===== src/rtl/ser_match1101_pkg.sv =====
package ser_match1101_pkg;
  localparam int STATE_W = 2;

  typedef enum logic [STATE_W-1:0] {
    ST_EMPTY = 2'd0,
    ST_ONE   = 2'd1,
    ST_TWO   = 2'd2,
    ST_THREE = 2'd3
  } rec_state_e;
endpackage


===== src/rtl/ser_match1101_rstsync.sv =====
module ser_match1101_rstsync #(
  parameter int SYNC_STAGES = 2
) (
  input  logic clk,
  input  logic rst_n,
  output logic rst_q
);
  localparam int LAST = SYNC_STAGES - 1;

  logic [LAST:0] sh_q;

  generate
    if (SYNC_STAGES == 1) begin : g_one
      always_ff @(posedge clk or negedge rst_n) begin
        if (!rst_n) sh_q <= '0;
        else        sh_q <= 1'b1;
      end
    end else begin : g_many
      always_ff @(posedge clk or negedge rst_n) begin
        if (!rst_n) sh_q <= '0;
        else        sh_q <= {sh_q[LAST-1:0], 1'b1};
      end
    end
  endgenerate

  assign rst_q = sh_q[LAST];
endmodule


===== src/rtl/ser_match1101_nxt.sv =====
module ser_match1101_nxt
  import ser_match1101_pkg::*;
(
  input  rec_state_e cur,
  input  logic       bit_in,
  output rec_state_e nxt,
  output logic       hit
);
  always_comb begin
    nxt = ST_EMPTY;
    hit = 1'b0;
    unique case (cur)
      ST_EMPTY: nxt = bit_in ? ST_ONE : ST_EMPTY;
      ST_ONE:   nxt = bit_in ? ST_TWO : ST_EMPTY;
      ST_TWO:   nxt = bit_in ? ST_TWO : ST_THREE;
      ST_THREE: begin
        nxt = bit_in ? ST_ONE : ST_EMPTY;
        hit = bit_in;
      end
      default:  nxt = ST_EMPTY;
    endcase
  end
endmodule


===== src/rtl/ser_match1101_streg.sv =====
module ser_match1101_streg
  import ser_match1101_pkg::*;
(
  input  logic       clk,
  input  logic       rst_n,
  input  rec_state_e d,
  output rec_state_e q
);
  always_ff @(posedge clk or negedge rst_n) begin
    if (!rst_n) q <= ST_EMPTY;
    else        q <= d;
  end
endmodule


===== src/rtl/ser_match1101.sv =====
module ser_match1101
  import ser_match1101_pkg::*;
#(
  parameter int SYNC_STAGES = 2
) (
  input  logic clk,
  input  logic rst_n,
  input  logic din,
  output logic detect
);
  logic       rst_q;
  rec_state_e cur_state;
  rec_state_e nxt_state;
  logic       hit;

  ser_match1101_rstsync #(.SYNC_STAGES(SYNC_STAGES)) u_rst (
    .clk   (clk),
    .rst_n (rst_n),
    .rst_q (rst_q)
  );

  ser_match1101_nxt u_nxt (
    .cur    (cur_state),
    .bit_in (din),
    .nxt    (nxt_state),
    .hit    (hit)
  );

  ser_match1101_streg u_reg (
    .clk   (clk),
    .rst_n (rst_q),
    .d     (nxt_state),
    .q     (cur_state)
  );

  assign detect = hit;
endmodule


===== config.mk =====
export PLATFORM = sky130hd
export DESIGN_NAME = ser_match1101
export DESIGN_NICKNAME = d
export VERILOG_FILES = /design/src/rtl/ser_match1101_pkg.sv /design/src/rtl/ser_match1101_rstsync.sv /design/src/rtl/ser_match1101_nxt.sv /design/src/rtl/ser_match1101_streg.sv /design/src/rtl/ser_match1101.sv
export SDC_FILE = /design/constraint.sdc
export NUM_CORES = 1
export LEC_CHECK = 0
export BUFFER_PORTS_ARGS = -buffer_cell sky130_fd_sc_hd__buf_2
export CORE_AREA = 2 2 39 41
export DETAILED_ROUTE_END_ITERATION = 7
export DIE_AREA = 0 0 41 43
export GPL_TIMING_DRIVEN = 0
export PLACE_DENSITY = 0.34
export SLEW_MARGIN = 20
export SYNTH_ARGS = -nofsm -noshare
export SYNTH_HDL_FRONTEND = slang
export SYNTH_SLANG_ARGS = --single-unit
export TNS_END_PERCENT = 20

===== constraint.sdc =====
create_clock -name clk -period 0.9 [get_ports clk]
set_clock_uncertainty 0.1 [all_clocks]
set_input_delay 0.045 -clock clk [delete_from_list [all_inputs] [get_ports clk]]
set_output_delay 0.045 -clock clk [all_outputs]
set_load 0.01 [all_outputs]

# Word level (Yosys, flattened, before mapping)
# Cells that the tools add are included.
# classes
n_eq_ne	3
muxes	5
reduce_logical	2
# ops
op	count
case mux 2 bit (3 select lines)	1
equality test 2 bit, second input constant	2
two-way mux 1 bit	3
equality test 2 x 1 -> 1 bit, second input constant	1
logical NOT 2 bit	1
two-way mux 2 bit	1
OR reduction 2 bit	1
# totals
ff_bits	4
inputBits	3
out_inout_bits	1
word_cells	12

# Logic depth before layout (Yosys ltp)
# Gate-level depths: netlist (run 1).
# logic_depth
word_depth	3
depth_mapped	3
depth_no_buf	3

# Modules after synthesis
# A second synthesis (run 1) with hierarchy kept.
# hier_totals
cells_unflattened	13
hier_area_um2	181.4
# by_module_without_submodules
mod	n_inst	cells_per_inst	area_each_um2
ser_match1101_nxt	1	8	77.6
ser_match1101_rstsync	1	3	53.8
ser_match1101_streg	1	2	50.0

# Worst setup path after synthesis (run 1)
# No wires, ideal clock.
# synth_timing
path_kind	register -> register
startpoint	register u_reg.q[0]
endpoint	register u_reg.q[0]
arrival_time_ns	0.905
required_time_ns	0.675
path_slack_ns	-0.231
path_stages_with_launch	4
period_less_slack_ns	1.131
cell_sequence	dfrtp_1 -> inv_1 -> ha_1 -> mux2_4
# synth_between
elab_chain_len	3
word_cells_on_any_way	6
classes_between	3 x eq/ne; 1 x mux; 2 x reduce/logical
# synth_lines
item	line_no	source
start: declaration	ser_match1101_streg.sv:7	output rec_state_e q
start signal: assignment	ser_match1101_streg.sv:10	if (!rst_n) q <= ST_EMPTY;
start signal: assignment	ser_match1101_streg.sv:11	else q <= d;
equality test 2 bit / logical NOT 2 bit (equally long branches)	ser_match1101_nxt.sv:12	unique case (cur)
OR reduction 2 bit (no source line)	-	
case mux 2 bit (3 select lines) *	ser_match1101_nxt.sv:12	
via nxt_state[0]	ser_match1101.sv:13	rec_state_e nxt_state;
# The timed path passes the listed nets; every way through them passes the cells marked *.

# Final worst setup path (run 1)
# layout_timing
startpoint	register u_reg.q[0]
endpoint	output port detect
# layout_between
elab_chain_len	2
# layout_lines
item	line_no	source
equality test 2 bit	ser_match1101_nxt.sv:12	
two-way mux 1 bit	ser_match1101_nxt.sv:12	
end: declaration	ser_match1101.sv:9	output logic detect
# No other way between the ends.

==> impl_table.tex, run 1 <==
\begin{tabular}{lr}
\hline
Metric & Value \\
\hline
\multicolumn{2}{l}{\textbf{Outcome}} \\
\quad Outcome & finished, violations left \\
\quad Failing checks & setup timing \\
\multicolumn{2}{l}{\textbf{Pwr}} \\
\quad Leakage power of the design & 0.132 nW \\
\quad P per Cell Area & 2510 mW/mm² \\
\quad Peak supply drop & 0.750 mV \\
\quad Total chip power & 0.000657 W \\
\multicolumn{2}{l}{\textbf{Cells and area}} \\
\quad Antenna diode instance count & 0 \\
\quad Final design area excluding fillers & 262 µm² \\
\quad Area used by sequential logic in the layout & 100 µm² \\
\quad Fraction of layout cells with a size suffix above 1 & 0.429 \\
\quad Total number of nets in the final design & 29 \\
\quad Synth-to-layout area growth & 44.1\% \\
\quad Fillers & 154 \\
\quad Multi-input logic area & 76.3 µm² \\
\quad Number of cells in the finished layout apart from fillers & 37 \\
\multicolumn{2}{l}{\textbf{Floorplanning}} \\
\quad Total Die Area & 0.00176 mm² \\
\quad I/O pin total & 4 \\
\quad Vert. Die Dim & 43 µm \\
\quad Initial Utilization & 0.131 \\
\quad Horizontal die dimension & 41 µm \\
\quad Site Rows & 14 \\
\quad Core box area & 0.00138 mm² \\
\multicolumn{2}{l}{\textbf{STA}} \\
\quad Final Hold Viols & 0 \\
\quad Worst setup slack after layout & -301 ps \\
\quad Final clock period utilization by the worst path & 1.33 \\
\quad Min Tclk post-route & 1200 ps \\
\quad Smallest hold slack & 5.80 ps \\
\quad Total of endpoints with negative setup slack in the final report & 3 \\
\quad Final Max Tran Viols & 0 \\
\quad Maximum clock frequency & approximately 830 MHz \\
\quad Setup repair after global routing missed its margin & yes \\
\multicolumn{2}{l}{\textbf{Yosys}} \\
\quad Yosys reg bits & 4 \\
\quad Library cell with the highest instance count after synthesis & dfrtp\_1 \\
\quad Share of synthesized registers carrying an async set or reset & 1.00 \\
\quad Yosys warning total & 0 \\
\quad Post-synthesis net count & 19 \\
\quad Count of distinct cell types in the synthesized netlist & 7 \\
\quad Area fraction of the dominant cell type after synthesis & 0.552 \\
\quad Post-synthesis sequential area ratio & 0.552 \\
\quad Dominant synthesized flop cell & dfrtp\_1 \\
\quad Number of synthesized flops with an enable pin & 0 \\
\quad Synthesized area per cell & 14.0 µm² \\
\quad Top cells by area, synth & dfrtp\_1 55\%, ha\_1 21\%, mux2\_4 8.3\% \\
\quad Post-synth top area cell & dfrtp\_1 \\
\quad Synth top cells by count & 4 x dfrtp\_1, 3 x ha\_1, 2 x inv\_1 \\
\quad Combined area of all synthesized cells & 181 µm² \\
\quad Number of instances in the synthesized netlist & 13 \\
\multicolumn{2}{l}{\textbf{CTS}} \\
\quad TritonCTS clock tree & done \\
\quad Clock latency at the later pin of the worst-skew pair & 230 ps \\
\quad Clock transition at path regs & 40 ps \\
\quad Root buffer selected by CTS & clkbuf\_4 \\
\quad Clock Sinks & 4 \\
\quad CTS buffer count & 3 \\
\quad Maximum buffer depth of the clock tree & 2 \\
\quad Setup Fix Bufs, Post-CTS & 0 \\
\quad H-tree level count & 1 \\
\multicolumn{2}{l}{\textbf{Route}} \\
\quad First-pass iteration count of the detailed router & 1 \\
\quad Number of DRC markers in iteration 0 & 0 \\
\quad Average routed wire per standard cell & about 7 µm \\
\quad Number of vias in the routed layout & 107 \\
\quad DRT antenna net count & 0 \\
\quad Routed wire length & 257 µm \\
\quad DR vias/cell & 2.89 \\
\quad Final routed DRC violation total & 0 \\
\multicolumn{2}{l}{\textbf{Global route}} \\
\quad Grt total ovfl & 0 \\
\quad Initial antenna violation count & 0 \\
\quad First-pass GRT wire length & between 400 and 500 µm \\
\quad Number of global-route vias before repair & 108 \\
\quad Maximum number of pins on one net before global-route repair & 4 \\
\quad Overall fraction of global-route tracks in use & 0.0424 \\
\multicolumn{2}{l}{\textbf{Run}} \\
\quad Count of max-cap constraint violations & 0 \\
\multicolumn{2}{l}{\textbf{Setup path}} \\
\quad Worst r2r dst & u\_reg.q[0] \\
\quad Required time of the critical path & 750 ps \\
\quad Crit-path max FO & 3 \\
\quad Start point of the critical path & u\_reg.q[0] \\
\quad Critical path data arrival time & 1060 ps \\
\quad Startpoint of the lowest-slack register-to-register path & u\_reg.q[0] \\
\quad Critical path launch point type & flip-flop \\
\quad Setup crit end kind & primary output \\
\quad R2R Setup Slk & -260 ps \\
\quad Reg2Reg Depth & 3 \\
\quad Termination of the worst setup path & detect \\
\quad Crit Path Category & reg2out \\
\multicolumn{2}{l}{\textbf{Placed design}} \\
\quad Cell count after placement & 32 \\
\quad Port-buffer cells & 3 \\
\quad Gpl congestion & 0.507 \\
\quad Placed cell area & roughly 220 µm² \\
\multicolumn{2}{l}{\textbf{Hold path}} \\
\quad Class of the worst hold path & in2reg \\
\hline
\end{tabular}
## through the flow
| stage | setup WS [ps] | TNS, ps | utilization |
|---|---|---|---|
| global route | -349 | -956 | 0.189 |
| floorplan | -224 | -418 | - |
| global placement | -247 | -545 | 0.156 |
| finish | -301 | -811 | 0.189 |
| CTS | -317 | -844 | 0.189 |
| detailed placement | -258 | -610 | 0.156 |
## repair_timing
action | CTS | global route
hold buffers | 2 | 0
gates resized for setup | 1 | 0
setup endpoints to repair | 3 | 3
hold endpoints to repair | 5 | 0
pin swaps | 2 | 1
cloned | 0 | 0
## worst min path at each step
stage | startpoint | endpoint | cells past startpoint
4_1_cts | din | u_reg.q[0] | 2
2_1_floorplan | rst_n | u_rst.sh_q[0] | 0
3_3_place_gp | rst_n | u_rst.sh_q[0] | 1
5_1_grt | din | u_reg.q[0] | 2
6_report | din | u_reg.q[0] | 2
3_5_place_dp | rst_n | u_rst.sh_q[0] | 1
## critical path, cell delays in order (launching register included)
cell and delay (ps):
dfrtp_1 390, ha_2 180, and2_1 120, buf_2 130
## cells in the final DEF, fill, tap and decap left out
cell,n
and2_1,1
dlygate4sd3_1,2
inv_1,2
ha_2,1
mux2_2,1
mux2_4,1
dfrtp_1,4
buf_2,3
conb_1,1
clkbuf_4,3
ha_1,2
## cells by family (layout without fill, tap and decap cells)
group,after synthesis,after routing,synth area share
mux,2,2,0.145
buf+inv,2,10,0.0414
fa+ha+maj,3,3,0.207
flops,4,4,0.552
other cells,1,1,0.0207
simple gates,1,1,0.0345
## layout make-up
class                      instances  area share
sequential                         4       0.383
multi-input combinational          7       0.292
timing repair buffer               5       0.134
clock buffer                       3      0.0861
tap                               16      0.0766
inverter                           2      0.0287
## registers in the layout (all words and copies together) (netlist names)
| register | flops |
|---|---|
| u_rst.sh_q | 2 |
| u_reg.q | 2 |
## power by group
part / total, W / internal [W] / switching [W]
Clock: 0.000219 / 0.000149 / 0.0000700
Sequential: 0.000261 / 0.000226 / 0.0000353
Combinational: 0.000177 / 0.000110 / 0.0000671
Total: 0.000657 / 0.000485 / 0.000172
## per-layer routing
layer | wire (µm) | share of wire | global-route usage
met1 | 104 | 0.40 | 0.0392
met2 | 128 | 0.50 | 0.0469
met3 | 25 | 0.097 | 0.0157
met4 | 0 | 0 | 0.0800
met5 | 0 | 0 | 0
(Power assumes the default switching activity.)
==> run 2, diff against run 1 <==
- clock period: 0.9 -> 1.53 ns (I/O delays scaled with it)
==> impl_table.tex, run 2 (synthesis results as in run 1) <==
\begin{tabular}{lr}
\hline
Metric & Value \\
\hline
\multicolumn{2}{l}{\textbf{Outcome}} \\
\quad Outcome & finished, final reports clean \\
\multicolumn{2}{l}{\textbf{Floorplanning}} \\
\quad Site Rows & 14 (unchanged) \\
\quad Vert. Die Dim & 43 µm (unchanged) \\
\quad Initial Utilization & 0.131 (unchanged) \\
\quad Horizontal die dimension & 41 µm (unchanged) \\
\quad I/O pin total & 4 (unchanged) \\
\quad Total Die Area & 0.00176 mm² (unchanged) \\
\quad Core box area & 0.00138 mm² (unchanged) \\
\multicolumn{2}{l}{\textbf{Route}} \\
\quad Routed wire length & 270 µm (+5.1\%) \\
\quad Number of DRC markers in iteration 0 & 0 (unchanged) \\
\quad Average routed wire per standard cell & 7.30 µm (+5.1\%) \\
\quad Final routed DRC violation total & 0 (unchanged) \\
\quad First-pass iteration count of the detailed router & 1 (unchanged) \\
\quad DRT antenna net count & 0 (unchanged) \\
\quad DR vias/cell & 3.24 (+12\%) \\
\quad Number of vias in the routed layout & 120 (+12\%) \\
\multicolumn{2}{l}{\textbf{Setup path}} \\
\quad Reg2Reg Depth & 3 (unchanged) \\
\quad Critical path data arrival time & 1100 ps (+40 ps) \\
\quad Setup crit end kind & primary output \\
\quad Largest stage delay on the critical path & 390 ps (about the same) \\
\quad Required time of the critical path & 1350 ps (+600 ps) \\
\quad Chain of cells forming the critical path & ha\_1 -> and2\_1 -> buf\_2 \\
\quad Cell with the biggest individual delay on the critical path & dfrtp\_1 \\
\quad Critical path launch point type & flip-flop \\
\quad Crit-path max FO & 3 (unchanged) \\
\quad Crit Path Category & reg2out \\
\quad R2R Setup Slk & 360 ps (+620 ps) \\
\multicolumn{2}{l}{\textbf{Global route}} \\
\quad Overall fraction of global-route tracks in use & 0.0474 (+0.00505) \\
\quad First-pass GRT wire length & 427 µm (+4.9\%) \\
\quad Initial antenna violation count & 0 (unchanged) \\
\quad Maximum number of pins on one net before global-route repair & 4 (unchanged) \\
\quad Grt total ovfl & 0 (unchanged) \\
\quad Number of global-route vias before repair & 123 (+14\%) \\
\multicolumn{2}{l}{\textbf{STA}} \\
\quad Setup repair after global routing missed its margin & no \\
\quad Maximum clock frequency & 781 MHz \\
\quad Sum of negative setup slack & 0 ps (+811 ps) \\
\quad Min Tclk post-route & $\sim$1300 ps \\
\quad Final Hold Viols & 0 (unchanged) \\
\quad Total of endpoints with negative setup slack in the final report & 0 (-3) \\
\quad Final Max Tran Viols & 0 (unchanged) \\
\quad Final clock period utilization by the worst path & 0.836 \\
\multicolumn{2}{l}{\textbf{Cells and area}} \\
\quad Fraction of layout cells with a size suffix above 1 & 0.381 (-0.0476) \\
\quad Fillers & 164 (+6.5\%) \\
\quad Total number of nets in the final design & 29 (unchanged) \\
\quad Top library cells by usage in the layout, fill and taps aside & 4 x dfrtp\_1, 3 x ha\_1, 3 x clkbuf\_4, 3 x buf\_2 \\
\quad Most common library cell in the layout ignoring fill and taps & dfrtp\_1 \\
\quad Final design area excluding fillers & 259 µm² (-0.96\%) \\
\quad Synth-to-layout area growth & 42.8\% \\
\quad Largest registers & u\_reg.q x2, u\_rst.sh\_q x2 \\
\quad Antenna diode instance count & 0 (unchanged) \\
\multicolumn{2}{l}{\textbf{Pwr}} \\
\quad Peak supply drop & 0.448 mV (-40\%) \\
\quad Leakage power of the design & 0.134 nW (+1.6\%) \\
\quad P per Cell Area & 1500 mW/mm² (-40\%) \\
\multicolumn{2}{l}{\textbf{CTS}} \\
\quad Clock latency at the later pin of the worst-skew pair & 230 ps (about the same) \\
\quad Root buffer selected by CTS & clkbuf\_4 \\
\quad Maximum buffer depth of the clock tree & 2 (unchanged) \\
\quad TritonCTS clock tree & done \\
\quad CTS buffer count & 3 (unchanged) \\
\quad Setup Fix Bufs, Post-CTS & 0 (unchanged) \\
\quad Number of hold buffers added after CTS & 2 (unchanged) \\
\quad Clock Sinks & 4 (unchanged) \\
\quad Clock transition at path regs & 40 ps (about the same) \\
\quad CTS resizes & 0 (-1) \\
\quad H-tree level count & 1 (unchanged) \\
\multicolumn{2}{l}{\textbf{Hold path}} \\
\quad Class of the worst hold path & in2reg \\
\quad Instance count along the most critical hold path & 2 (unchanged) \\
\multicolumn{2}{l}{\textbf{Placed design}} \\
\quad Placed cell area & 216 µm² (unchanged) \\
\quad Gpl congestion & 0.499 (-1.7\%) \\
\quad Port-buffer cells & 3 (unchanged) \\
\quad Placed wire-length estimate & 189 µm \\
\multicolumn{2}{l}{\textbf{Run}} \\
\quad Count of max-cap constraint violations & 0 (unchanged) \\
\hline
\end{tabular}
-- run 2: cell counts in the layout (fill, tap and decap cells not counted) --
Identical to the previous run, type by type.
-- run 2: final timing paths --
path,end,start
worst max-delay path,detect,u_reg.q[0]
worst min-delay path,u_reg.q[0],din
worst max register to register,u_reg.q[0],u_reg.q[0]
worst min register to register,u_rst.sh_q[1],u_rst.sh_q[0]
max in group asynchronous,u_reg.q[0],u_rst.sh_q[1]
min in group asynchronous,u_rst.sh_q[0],rst_n
-- run 2: final cells by class --
type	instances	area (µm²)	share of cell area
Sequential cell	4	100	0.386
Tap cell	16	20.0	0.0773
Timing Repair Buffer	5	35.0	0.135
Inverter	2	7.51	0.0290
Clock buffer	3	22.5	0.0870
Multi-Input combinational cell	7	73.8	0.285
-- run 2: metal layers --
layer,track usage,part of all wire,vias up
met2,0.0563,0.48,6
met3,0.0314,0.093,2
met1,0.0261,0.37,58
li1,-,-,54
met4,0.100,0.056,0
met5,0,0,-
-- run 2: metrics by stage --
stage / utilization / power, W / cells / hold WS [ps] / worst slack (ps)
2_1_floorplan: - / 0.000229 / 13 / -319 / 399
3_3_place_gp: 0.156 / 0.000246 / 32 / -239 / 373
3_5_place_dp: 0.156 / 0.000257 / 32 / -236 / 349
4_1_cts: 0.187 / 0.000404 / 37 / 19.6 / 225
5_1_grt: 0.187 / 0.000425 / 37 / 25.0 / 197
6_report: 0.187 / 0.000388 / 37 / 30.9 / 250
-- run 2: power breakdown --
part | total (W) | internal, W | switching [W] | leakage [nW]
Sequential | 0.000153 | 0.000133 | 0.0000195 | 0.0485
Clock | 0.000133 | 0.0000879 | 0.0000448 | 0.0138
Combinational | 0.000102 | 0.0000637 | 0.0000388 | 0.0716
Total | 0.000388 | 0.000285 | 0.000103 | 0.134
-- run 2: worst max-delay path: cells and delay by family (launching register included) --
family        cells  cell delay (ps)
flops             1              390
fa+ha+maj         1              200
buf+inv           1              130
simple gates      1              150
==> run 3, diff against run 2 <==
- clock period: 1.53 -> 1.25 ns (I/O delays scaled with it)
==> impl_table.tex, run 3 (synthesis results as in run 1) <==
\begin{tabular}{lr}
\hline
Metric & Value \\
\hline
\multicolumn{2}{l}{\textbf{Run}} \\
\quad Count of max-cap constraint violations & 0 (unchanged) \\
\multicolumn{2}{l}{\textbf{Route}} \\
\quad First-pass iteration count of the detailed router & 1 (unchanged) \\
\quad Number of vias in the routed layout & 123 (+2.5\%) \\
\quad Number of DRC markers in iteration 0 & 0 (unchanged) \\
\quad Average routed wire per standard cell & 7.32 µm (+0.25\%) \\
\quad DR vias/cell & 3.24 (-0.20\%) \\
\quad Routed wire length & 278 µm (+3.0\%) \\
\quad Final routed DRC violation total & 0 (unchanged) \\
\quad DRT antenna net count & 0 (unchanged) \\
\multicolumn{2}{l}{\textbf{Cells and area}} \\
\quad Final design area excluding fillers & 278 µm² (+7.2\%) \\
\quad Antenna diode instance count & 0 (unchanged) \\
\quad Top library cells by usage in the layout, fill and taps aside & 4 x dfrtp\_1, 3 x clkbuf\_4 \\
\quad Fraction of layout cells with a size suffix above 1 & 0.500 (+0.119) \\
\quad Total number of nets in the final design & 30 (+3.4\%) \\
\quad Largest registers & u\_reg.q x2, u\_rst.sh\_q x2 \\
\quad Most common library cell in the layout ignoring fill and taps & dfrtp\_1 \\
\quad Synth-to-layout area growth & 53.1\% \\
\multicolumn{2}{l}{\textbf{Floorplanning}} \\
\quad Vert. Die Dim & 43 µm (unchanged) \\
\quad Site Rows & 14 (unchanged) \\
\quad I/O pin total & 4 (unchanged) \\
\quad Horizontal die dimension & 41 µm (unchanged) \\
\quad Total Die Area & 0.00176 mm² (unchanged) \\
\quad Core box area & 0.00138 mm² (unchanged) \\
\quad Initial Utilization & 0.131 (unchanged) \\
\multicolumn{2}{l}{\textbf{Setup path}} \\
\quad Critical path launch point type & flip-flop \\
\quad Start point of the critical path & u\_reg.q[0] \\
\quad Crit Path Category & reg2out \\
\quad Setup crit end kind & primary output \\
\quad Worst r2r dst & u\_reg.q[1] \\
\quad Startpoint of the lowest-slack register-to-register path & u\_reg.q[0] \\
\quad Termination of the worst setup path & detect \\
\quad R2R Setup Slk & 40 ps (-320 ps) \\
\quad Crit-path max FO & 3 (unchanged) \\
\quad Required time of the critical path & 1090 ps (-260 ps) \\
\quad Critical path data arrival time & 1050 ps (-50 ps) \\
\quad Reg2Reg Depth & 3 (unchanged) \\
\multicolumn{2}{l}{\textbf{Placed design}} \\
\quad Port-buffer cells & 3 (unchanged) \\
\quad Placed wire-length estimate & 189 µm (unchanged) \\
\quad Placed cell area & 216 µm² (unchanged) \\
\quad Gpl congestion & 0.499 (unchanged) \\
\multicolumn{2}{l}{\textbf{Global route}} \\
\quad First-pass GRT wire length & 462 µm (+8.2\%) \\
\quad Maximum number of pins on one net before global-route repair & 4 (unchanged) \\
\quad Grt total ovfl & 0 (unchanged) \\
\quad Overall fraction of global-route tracks in use & 0.0505 (+0.00303) \\
\quad Initial antenna violation count & 0 (unchanged) \\
\quad Number of global-route vias before repair & 133 (+8.1\%) \\
\multicolumn{2}{l}{\textbf{Pwr}} \\
\quad Comb pwr share & 0.313 (+0.049) \\
\quad Leakage power of the design & 0.139 nW (+3.8\%) \\
\quad Peak supply drop & 0.595 mV (+33\%) \\
\quad Sequential share of power & 0.368 (-0.025) \\
\quad Net Switching & 0.000134 W (+30\%) \\
\quad Switching power share of the total & 0.263 (-0.00309) \\
\quad P per Cell Area & 1830 mW/mm² (+22\%) \\
\quad Internal Pwr Total & 0.000375 W (+32\%) \\
\quad Fraction of power consumed by the clock network & 0.319 (-0.023) \\
\multicolumn{2}{l}{\textbf{CTS}} \\
\quad H-tree level count & 1 (unchanged) \\
\quad Clock latency at the later pin of the worst-skew pair & 230 ps (about the same) \\
\quad CTS buffer count & 3 (unchanged) \\
\quad Maximum buffer depth of the clock tree & 2 (unchanged) \\
\quad Clock transition at path regs & 40 ps (about the same) \\
\quad Clock Sinks & 4 (unchanged) \\
\quad Root buffer selected by CTS & clkbuf\_4 \\
\quad TritonCTS clock tree & done \\
\multicolumn{2}{l}{\textbf{STA}} \\
\quad Sum of negative setup slack & 0 ps (unchanged) \\
\quad Maximum clock frequency & 827 MHz \\
\quad Setup repair after global routing missed its margin & yes \\
\quad Min Tclk post-route & 1210 ps \\
\quad Smallest hold slack & 23.4 ps (-7.49 ps) \\
\quad Final Max Tran Viols & 0 (unchanged) \\
\quad Final clock period utilization by the worst path & 0.968 \\
\quad Total of endpoints with negative setup slack in the final report & 0 (unchanged) \\
\quad Final Hold Viols & 0 (unchanged) \\
\multicolumn{2}{l}{\textbf{Hold path}} \\
\quad Instance count along the most critical hold path & 2 (unchanged) \\
\quad Class of the worst hold path & in2reg \\
\multicolumn{2}{l}{\textbf{Outcome}} \\
\quad Outcome & finished, final reports clean \\
\hline
\end{tabular}
## run 3: cell types whose count changed in the layout (fill, tap and decap cells not counted), sizes merged
cell / change
buf: +1
## run 3: layout make-up
type,instances,area (µm²)
clock buffers,3,22.5
fillers,164,1110
inverters,2,7.51
multi-input cells,7,78.8
flip-flops and latches,4,100
well taps,16,20.0
repair buffers,6,48.8
## run 3: power groups by stage
stage                      logic, W  clock network, W  registers, W
after global routing       0.000185          0.000182      0.000192
final                      0.000159          0.000162      0.000187
after global placement     0.000115                 0      0.000187
after CTS                  0.000153          0.000176      0.000187
after detailed placement   0.000124                 0      0.000191
after floorplan           0.0000960                 0      0.000184
## run 3: layer usage
metal  wire (µm)  vias up  GRT usage
met5           0        -          0
met4          15        0      0.100
met3          24        2     0.0314
met2         142        6     0.0656
met1          95       59     0.0261
li1            -       56          -
## run 3: critical path, stage by stage (launching register included)
cell and delay [ps]:
dfrtp_1 390, ha_2 190, and2_4 130, buf_6 110
## run 3: worst min-delay path by stage
stage | from | end
6_report | din | u_reg.q[0]
5_1_grt | din | u_reg.q[0]
4_1_cts | din | u_reg.q[0]
3_5_place_dp | rst_n | u_rst.sh_q[0]
3_3_place_gp | rst_n | u_rst.sh_q[0]
2_1_floorplan | rst_n | u_rst.sh_q[0]
## run 3: what timing repair did
action,CTS,global route
endpoints found under the setup margin,1,1
hold buffers,2,0
setup buffers,1,0
resized for setup,1,3
hold endpoints to repair,4,0
pin swaps,2,1
## run 3: through the flow
| step | utilization | std cells | power (W) | setup WS (ps) |
|---|---|---|---|---|
| after floorplan | - | 13 | 0.000280 | 119 |
| after global placement | 0.156 | 32 | 0.000301 | 93.1 |
| after detailed placement | 0.156 | 32 | 0.000315 | 69.2 |
| after CTS | 0.194 | 38 | 0.000516 | 3.95 |
| after global routing | 0.201 | 38 | 0.000558 | -5.85 |
| final | 0.201 | 38 | 0.000508 | 40.6 |
